--- src/rtl/cgs_pkg.sv ---
package cgs_pkg;

  typedef enum logic [1:0] {
    GRP_NONE = 2'd0,
    GRP_GOOD = 2'd1,
    GRP_SYNC = 2'd2,
    GRP_ERR  = 2'd3
  } grp_kind_e;

  typedef enum logic [1:0] {
    ST_UNSYNC   = 2'd0,
    ST_ACQUIRE  = 2'd1,
    ST_LOCKED   = 2'd2,
    ST_DEGRADED = 2'd3
  } sync_state_e;

endpackage

--- src/rtl/cgs_classify.sv ---
module cgs_classify
  import cgs_pkg::*;
(
  input  logic      err_i,
  input  logic      sync_i,
  input  logic      good_i,
  output grp_kind_e kind_o
);

  // error outranks sync, and sync outranks plain good
  always_comb begin
    if (err_i)       kind_o = GRP_ERR;
    else if (sync_i) kind_o = GRP_SYNC;
    else if (good_i) kind_o = GRP_GOOD;
    else             kind_o = GRP_NONE;
  end

endmodule

--- src/rtl/cgs_run_counter.sv ---
module cgs_run_counter #(
  parameter int CNT_W = 8
) (
  input  logic             clk,
  input  logic             rst_n,
  input  logic [CNT_W-1:0] thresh_i,
  input  logic             inc_i,
  input  logic             clr_i,
  output logic [CNT_W-1:0] count_o,
  output logic             reached_o
);

  localparam int EXT_W = CNT_W + 1;

  logic [CNT_W-1:0] count_q, count_d;
  logic [EXT_W-1:0] eff_thresh;
  logic [EXT_W-1:0] count_plus;
  logic             cnt_en;

  // a zero threshold acts as one
  always_comb begin
    if (thresh_i == '0) eff_thresh = EXT_W'(1);
    else                eff_thresh = {1'b0, thresh_i};
  end

  assign count_plus = {1'b0, count_q} + EXT_W'(1);
  assign reached_o  = inc_i && (count_plus >= eff_thresh);

  assign cnt_en = inc_i | clr_i;

  always_comb begin
    count_d = count_q;
    if (clr_i)      count_d = '0;
    else if (inc_i) count_d = count_plus[CNT_W-1:0];
  end

  always_ff @(posedge clk or negedge rst_n) begin
    if (!rst_n)      count_q <= '0;
    else if (cnt_en) count_q <= count_d;
  end

  assign count_o = count_q;

endmodule

--- src/rtl/cgs_sync_ctrl.sv ---
module cgs_sync_ctrl
  import cgs_pkg::*;
(
  input  logic        clk,
  input  logic        rst_n,
  input  grp_kind_e   kind_i,
  input  logic        acq_reached_i,
  input  logic        loss_reached_i,
  output logic        acq_inc_o,
  output logic        acq_clr_o,
  output logic        err_inc_o,
  output logic        err_clr_o,
  output sync_state_e state_o
);

  sync_state_e state_q, state_d;
  logic        in_sync;

  assign in_sync = (state_q == ST_LOCKED) || (state_q == ST_DEGRADED);

  always_comb begin
    state_d   = state_q;
    acq_inc_o = 1'b0;
    acq_clr_o = 1'b0;
    err_inc_o = 1'b0;
    err_clr_o = 1'b0;
    if (!in_sync) begin
      unique case (kind_i)
        GRP_ERR: begin            // restart
          acq_clr_o = 1'b1;
          state_d   = ST_UNSYNC;
        end
        GRP_SYNC: begin           // extend / acquire
          acq_inc_o = 1'b1;
          if (acq_reached_i) begin
            acq_clr_o = 1'b1;
            err_clr_o = 1'b1;
            state_d   = ST_LOCKED;
          end else begin
            state_d   = ST_ACQUIRE;
          end
        end
        default: state_d = state_q;
      endcase
    end else begin
      unique case (kind_i)
        GRP_ERR: begin            // extend / lose
          err_inc_o = 1'b1;
          if (loss_reached_i) begin
            err_clr_o = 1'b1;
            acq_clr_o = 1'b1;
            state_d   = ST_UNSYNC;
          end else begin
            state_d   = ST_DEGRADED;
          end
        end
        GRP_SYNC, GRP_GOOD: begin // clear error run
          err_clr_o = 1'b1;
          state_d   = ST_LOCKED;
        end
        default: state_d = state_q;
      endcase
    end
  end

  always_ff @(posedge clk or negedge rst_n) begin
    if (!rst_n) state_q <= ST_UNSYNC;
    else        state_q <= state_d;
  end

  assign state_o = state_q;

endmodule

--- src/rtl/cg_sync_fsm.sv ---
module cg_sync_fsm
  import cgs_pkg::*;
#(
  parameter int CNT_W = 8
) (
  input  logic             clk,
  input  logic             rst_n,
  input  logic             grp_err_i,
  input  logic             grp_sync_i,
  input  logic             grp_good_i,
  input  logic [CNT_W-1:0] acq_thresh_i,
  input  logic [CNT_W-1:0] loss_thresh_i,
  output logic             sync_o,
  output logic [1:0]       state_o
);

  grp_kind_e        kind;
  sync_state_e      state;
  logic             acq_inc, acq_clr, err_inc, err_clr;
  logic             acq_reached, loss_reached;
  logic [CNT_W-1:0] acq_cnt, err_cnt;

  cgs_classify u_classify (
    .err_i  (grp_err_i),
    .sync_i (grp_sync_i),
    .good_i (grp_good_i),
    .kind_o (kind)
  );

  cgs_run_counter #(.CNT_W(CNT_W)) u_acq_cnt (
    .clk       (clk),
    .rst_n     (rst_n),
    .thresh_i  (acq_thresh_i),
    .inc_i     (acq_inc),
    .clr_i     (acq_clr),
    .count_o   (acq_cnt),
    .reached_o (acq_reached)
  );

  cgs_run_counter #(.CNT_W(CNT_W)) u_err_cnt (
    .clk       (clk),
    .rst_n     (rst_n),
    .thresh_i  (loss_thresh_i),
    .inc_i     (err_inc),
    .clr_i     (err_clr),
    .count_o   (err_cnt),
    .reached_o (loss_reached)
  );

  cgs_sync_ctrl u_ctrl (
    .clk            (clk),
    .rst_n          (rst_n),
    .kind_i         (kind),
    .acq_reached_i  (acq_reached),
    .loss_reached_i (loss_reached),
    .acq_inc_o      (acq_inc),
    .acq_clr_o      (acq_clr),
    .err_inc_o      (err_inc),
    .err_clr_o      (err_clr),
    .state_o        (state)
  );

  assign state_o = state;
  assign sync_o  = state[1];

  assert_acquire_R3: assert property (@(posedge clk) disable iff (!rst_n)
    (!sync_o && kind == GRP_SYNC && acq_reached) |=> sync_o);

  assert_restart_R4: assert property (@(posedge clk) disable iff (!rst_n)
    (!sync_o && kind == GRP_ERR) |=> (acq_cnt == '0 && state_o == 2'd0));

  assert_hold_R5: assert property (@(posedge clk) disable iff (!rst_n)
    (sync_o && kind != GRP_ERR) |=> sync_o);

  assert_loss_R6: assert property (@(posedge clk) disable iff (!rst_n)
    (sync_o && kind == GRP_ERR && loss_reached) |=> (!sync_o && err_cnt == '0 && acq_cnt == '0));

  assert_good_clears_R7: assert property (@(posedge clk) disable iff (!rst_n)
    (sync_o && (kind == GRP_GOOD || kind == GRP_SYNC)) |=> (err_cnt == '0 && state_o == 2'd2));

  assert_idle_R1: assert property (@(posedge clk) disable iff (!rst_n)
    (kind == GRP_NONE) |=> ($stable(state_o) && $stable(acq_cnt) && $stable(err_cnt)));

  assert_zero_thr_R8: assert property (@(posedge clk) disable iff (!rst_n)
    (!sync_o && kind == GRP_SYNC && acq_thresh_i == '0) |=> sync_o);

endmodule

--- config.mk ---
export PLATFORM = sky130hd
export DESIGN_NAME = cg_sync_fsm
export DESIGN_NICKNAME = d
export VERILOG_FILES = /design/src/rtl/cgs_pkg.sv /design/src/rtl/cgs_classify.sv /design/src/rtl/cgs_run_counter.sv /design/src/rtl/cgs_sync_ctrl.sv /design/src/rtl/cg_sync_fsm.sv
export SDC_FILE = /design/constraint.sdc
export NUM_CORES = 1
export LEC_CHECK = 0
export BUFFER_PORTS_ARGS = -buffer_cell sky130_fd_sc_hd__buf_2
export CAP_MARGIN = 20
export CORE_MARGIN = 2
export CORE_UTILIZATION = 41
export CTS_CLUSTER_DIAMETER = 150
export CTS_CLUSTER_SIZE = 14
export DETAILED_ROUTE_END_ITERATION = 6
export SETUP_SLACK_MARGIN = 0.3
export SYNTH_ARGS = -nofsm -noshare
export SYNTH_HDL_FRONTEND = slang
export SYNTH_HIERARCHICAL = 1
export SYNTH_SLANG_ARGS = --single-unit
export TNS_END_PERCENT = 50
--- constraint.sdc ---
create_clock -name clk -period 2.7 [get_ports clk]
set_clock_uncertainty 0.15 [all_clocks]
set_input_delay 0.27 -clock clk [delete_from_list [all_inputs] [get_ports clk]]
set_output_delay 0.27 -clock clk [all_outputs]
set_load 0.02 [all_outputs]
==> run metrics, run 1 <==
status complete, no violations; Max Fanout on Critical Path 3; FFs w/ async S/R, synth 100.0%; final setup margin 55.79 ps; DP Worst Slack -115.8 ps; initial antenna violation count 0; Distinct cells, synth 38; final instance area 2064 µm²; Critical Path RT 2680 ps; clk slew on worst S/H paths 70 ps; final-report hold violation count 0; WP buf/inv 1; Setup crit end kind register; Max Cap Viol 0; router iterations before antenna repair 4; Crit Path Category register to register; Starting Density 43.47%; total wire length 3.301 mm; share of cells above drive strength 1 35.40%; met2 Track Usage GR 31.37%; die area 4458 µm²; routed vias 1364; final antenna-violating net count 0; root buf cell clkbuf_8; Slew headroom 71.03%; total negative slack 0 ps; final hold slack 336.3 ps; GRT met3 Usage 2.703%; # DRC 0; CTS tree done; Num Clock Sinks 18; worst skew pair latency 250 ps; vias in the first global route 1458; Post-DP HPWL 2.655 mm; gate count after technology mapping 185; global-route wire length before repair 6.051 mm; Final Max Tran Viols 0; nets@finish 270; crit path DAT 2630 ps; CTS Buffer Depth 2; H-tree levels 1; Most Crowded Layer GR met2; Post-synth EDFFs 0; Yosys top cell area share 27.89%; flop and latch count out of synthesis 18; Crit path top cell by count and3_4; ranking of synthesized cells by area dfrtp_1 (28%), ha_1 (17%), xor2_1 (11%), inv_1 (4.6%), nor2_1 (4.4%); Seq/Total Area, Yosys 27.89%; reg2reg setup slack 60 ps; cell taking the most area after synthesis dfrtp_1; Slew @ Worst Pin 434.6 ps; Syn. warnings 6; leakage power 0.001087 µW; fin crit share 97.93%; placed inst area 1876 µm²; Worst VDD drop 0.3957 mV; RSZ-0062 raised after global routing true; GPL Wtd Cong 0.7895; Overflow after GRT 0; number of vias per cell 4.978; largest net degree at the start of global routing 19; area grow syn2layout 27.81%; Main synth FF type dfrtp_1; total CTS buffers 3; Core Area 3716 µm²; Slowest-stage cell, CP dfrtp_1; 1st-iter DRT viols 33; Final setup viols 0; met1 GRT Util 21.29%; Max Clock Freq 378.2 MHz; post-route minimum period 2644 ps; Worst path top cell family by delay simple AND/OR/NAND/NOR gates; Buffers on Ports 23; Post-Syn Area 1615 µm²; worst path cell trace ha_2, and3_4, and3_4, xor2_1, ha_1, and3_1, nand4_1, a31oi_4, buf_6, o2bb2ai_2, mux2_4; WL/cell 12.05 µm; critical path's largest stage delay 390 ps; hold crit path type primary input to async pin; Die W 66.77 µm; Total GRT Usage 17.09%; Syn Area/Cell 8.731 µm²; CP startpoint kind register; cell row count 22; IO Pins 24; Power Density 352.6 nW/µm²; die height 66.77 µm; Inserted Diodes 0; Mapped Nets 228
## through the flow
stage	utilization [%]	total power, µW	instances
6_report	55.56	727.8	274
5_1_grt	55.56	776.0	274
4_1_cts	53.70	715.1	272
3_5_place_dp	50.47	494.2	264
3_3_place_gp	50.47	484.5	264
2_1_floorplan	-	422.1	185
## cell families (layout without fill, tap and decap cells)
| group | Yosys count | count (layout) | share of synthesized area, % |
|---|---|---|---|
| XOR/XNOR | 24 | 24 | 13.01 |
| adder cells (fa/ha/maj) | 22 | 22 | 17.04 |
| flip-flops | 18 | 18 | 27.89 |
| AND/OR/NAND/NOR | 62 | 62 | 20.29 |
| AO/OA/AOI/OAI | 30 | 30 | 12.16 |
| multiplexers | 3 | 3 | 2.169 |
| buffers and inverters | 26 | 67 | 7.435 |
## routing by layer
layer | vias to the layer above | wire length, µm
met3 | 4 | 77
met2 | 14 | 1630
li1 | 709 | -
met5 | - | 0
met4 | 0 | 33
met1 | 637 | 1559
## flip-flops by register name, indices dropped and copies added (netlist names)
name               cells
u_acq_cnt/count_o      8
u_ctrl/state_o         2
u_err_cnt/count_o      8
## cell usage after synthesis (all sizes together), types with 2 or more instances
cell	count
a41o	2
dfrtp	18
nand3	3
o21ai	9
xnor2	4
nor2	19
a21o	2
mux2i	2
or3	3
nor4	2
ha	22
a21oi	11
nand4	5
buf	5
a31oi	3
inv	20
nor2b	3
and3	6
nand2	17
xor2	20
## area by class of cell
type                    instances  area [µm²]
flip-flops and latches         18       450.4
well taps                      48       60.06
repair buffers                 43       275.3
multi-input cells             141        1149
fillers                       345        1652
inverters                      20       75.07
clock buffers                   4       55.05
## placed cells by master (no fill, tap or decap), drive strengths merged, types with 2 or more instances in the layout
cell and n:
and3 6, a21oi 11, nor4 2, ha 22, nand2 17, nand4 5
nand3 3, dfrtp 18, o21ai 9, or3 3, buf 42, inv 20
nor2 19, a21o 2, xnor2 4, mux2i 2, a31oi 3, nor2b 3
xor2 20, a41o 2, clkbuf 4
## final timing paths
path                                                   from                          endpoint  cells past startpoint
hold reg to reg               u_ctrl/state_o[0]$_DFFE_PN0P_     u_ctrl/state_o[0]$_DFFE_PN0P_                      1
hold / removal                                        rst_n  u_acq_cnt/count_o[7]$_DFFE_PN0P_                      2
setup / recovery           u_err_cnt/count_o[1]$_DFFE_PN0P_     u_ctrl/state_o[0]$_DFFE_PN0P_                     11
setup reg to reg           u_err_cnt/count_o[1]$_DFFE_PN0P_     u_ctrl/state_o[0]$_DFFE_PN0P_                     11
min in group clk              u_ctrl/state_o[0]$_DFFE_PN0P_     u_ctrl/state_o[0]$_DFFE_PN0P_                      1
max in group asynchronous                             rst_n  u_err_cnt/count_o[3]$_DFFE_PN0P_                      2
## worst register-to-register path, cell delays in order, from the launching register on
cell and delay, ps:
dfrtp_1 390, ha_2 200, and3_4 150, and3_4 180, xor2_1 130, ha_1 310, and3_1 170, nand4_1 120
a31oi_4 280, buf_6 130, o2bb2ai_2 50, mux2_4 260
## power breakdown
group          switching (µW)  total [µW]  internal, µW  leakage, µW
clock network            86.0         215           129    0.0000288
logic                     109         216           106     0.000810
registers                11.9         297           285     0.000248
total                     207         728           520      0.00109
## what timing repair did
item | CTS | global route
pin swaps | 19 | 7
setup buffers | 3 | 2
hold buffers | 1 | 0
hold endpoints to repair | 18 | 0
gates resized for setup | 10 | 17
endpoints found under the setup margin | 18 | 18
Note: power is estimated with default switching activity, not from simulation.
==> run 2: changes to the inputs <==
CORE_ASPECT_RATIO = 0.75   (was not set)
RECOVER_POWER = 50   (was not set)
SLEW_MARGIN = 20   (was not set)
==> run 2 against run 1 <==
  * Clock power hardly changed
  * First-iteration DRC count fell by 24%
  * Register-to-register slack better by 30 ps
  * Global-route usage fell by 1.2 points
  * Routed wire length is 0.82% lower
  * Sequential power hardly changed
  * Largest cell class unchanged
==> run metrics, run 2 (synthesis results as in run 1) <==
status complete, no violations; Die W 76.48 µm (+15%); Buffers on Ports 23 (unchanged); WL/cell 12.04 µm (about the same); Overflow after GRT 0 (unchanged); routed vias 1356 (-0.59%); area grow syn2layout 23.86%; placed inst area 1843 µm² (-1.7%); Inserted Diodes 0 (unchanged); H-tree levels 1 (unchanged); die area 4463 µm² (+0.12%); non-filler cells, final 272 (-0.73%); Total GRT Usage 15.89% (-1.2 points); Starting Density 43.56% (+0.088 points); vias in the first global route 1349 (-7.5%); die height 58.36 µm (-13%); fin crit share 96.82% (-1.1 points); Slew @ Worst Pin 958.0 ps (+523.4 ps); Max Clock Freq 382.5 MHz (+1.1%); final instance area 2001 µm² (-3.1%); number of vias per cell 4.985 (+0.14%); worst skew pair latency 250 ps (about the same); initial antenna violation count 0 (unchanged); Max Fanout on Critical Path 8 (+5); post-route minimum period 2614 ps (-29.95 ps); Core Area 3709 µm² (-0.20%); Power Density 359.4 nW/µm² (+2.0%); Worst VDD drop 0.3249 mV (-18%); Critical Path RT 2680 ps (about the same); crit path DAT 2600 ps (-30 ps); Setup crit end kind register; DP Worst Slack -153.4 ps (-37.52 ps); GPL Wtd Cong 0.8356 (+5.8%); root buf cell clkbuf_8; final antenna-violating net count 0 (unchanged); Slew headroom 36.13% (-35 points); Num Clock Sinks 18 (unchanged); cell row count 19 (-14%); 1st-iter DRT viols 25 (-24%); CP startpoint kind register; commonest non-fill, non-tap cells in the layout buf_2 (22), inv_1 (20), xor2_1 (20), ha_1 (20), dfrtp_1 (18); RSZ-0062 raised after global routing true; CTS tree done; Max Cap Viol 0 (unchanged); fillers 357 (+3.5%); Crit Path Category register to register; leakage power 0.001061 µW (-2.4%); global-route wire length before repair 5.740 mm (-5.1%); final setup margin 85.74 ps (+29.95 ps); IO Pins 24 (unchanged); clk slew on worst S/H paths 60 ps (about the same); Design Power 719.1 µW (-1.2%); final-report hold violation count 0 (unchanged); total CTS buffers 3 (unchanged); nets@finish 264 (-2.2%); largest net degree at the start of global routing 19 (unchanged); router iterations before antenna repair 4 (unchanged); total wire length 3.274 mm (-0.82%); # DRC 0 (unchanged); hold crit path type register to register; multi-input logic area 1130 µm² (-1.6%); number of instances in the placed design 263 (-0.38%); final hold slack 359.0 ps (+22.70 ps); most common cell after layout, fill and taps aside buf_2; Post-DP HPWL 2.546 mm (-4.1%); CTS Buffer Depth 2 (unchanged); FF+latch area 450.4 µm² (unchanged); Final setup viols 0 (unchanged); share of cells above drive strength 1 30.45% (-4.9 points); Final Max Tran Viols 0 (unchanged)
[run 2: layout make-up]
cell class | instances | area share (%)
clock buffer | 4 | 2.752
inverter | 20 | 3.752
multi-input combinational | 141 | 56.47
sequential | 18 | 22.51
tap | 52 | 3.252
timing repair buffer | 37 | 11.26
[run 2: path summary, 6_finish.rpt]
| path | endpoint | from | cells after the start | slack [ps] |
|---|---|---|---|---|
| max | u_err_cnt/count_o[0]$_DFFE_PN0P_ | u_err_cnt/count_o[0]$_DFFE_PN0P_ | 12 | 90 |
| min | u_ctrl/state_o[0]$_DFFE_PN0P_ | u_ctrl/state_o[0]$_DFFE_PN0P_ | 1 | 360 |
| max reg2reg | u_err_cnt/count_o[0]$_DFFE_PN0P_ | u_err_cnt/count_o[0]$_DFFE_PN0P_ | 12 | 90 |
| min reg2reg | u_ctrl/state_o[0]$_DFFE_PN0P_ | u_ctrl/state_o[0]$_DFFE_PN0P_ | 1 | 360 |
| max in group asynchronous | u_acq_cnt/count_o[4]$_DFFE_PN0P_ | rst_n | 2 | 1290 |
| min in group asynchronous | u_ctrl/state_o[0]$_DFFE_PN0P_ | rst_n | 2 | 530 |
[run 2: repair_timing]
| item | 4_1_cts | 5_1_grt |
|---|---|---|
| setup buffers | 4 | 0 |
| pin swaps | 15 | 4 |
| hold buffers | 1 | 0 |
| hold endpoints to repair | 18 | 0 |
| endpoints found under the setup margin | 18 | 18 |
| gates resized for setup | 13 | 8 |
[run 2: stage by stage]
step	setup TNS [ps]	util [%]
floorplan	0	-
global placement	-262.7	49.70
detailed placement	-1633	49.70
CTS	0	53.44
global route	-203.4	53.95
finish	0	53.95
[run 2: metal layers]
metal	wire, µm	GRT usage, %	share of wire (%)
met2	1573	29.33	48
met5	0	0	0
met1	1548	19.55	47
met3	133	4.755	4.1
met4	19	1.039	0.58
[run 2: critical path, stage by stage, from the launching register on]
cell,delay (ps)
dfrtp_1,380
ha_2,190
and3_4,150
and3_4,180
xor2_1,140
ha_1,310
and3_1,160
nand4_1,130
a31oi_4,230
a21oi_2,80
nor2_1,100
a21o_2,230
nor2_1,70
[run 2: where the power goes]
part,internal (µW),switching (µW),leakage [µW],total [µW]
sequential,285,11.9,0.000248,297
clock,129,84.0,0.0000288,213
combinational,101,109,0.000784,209
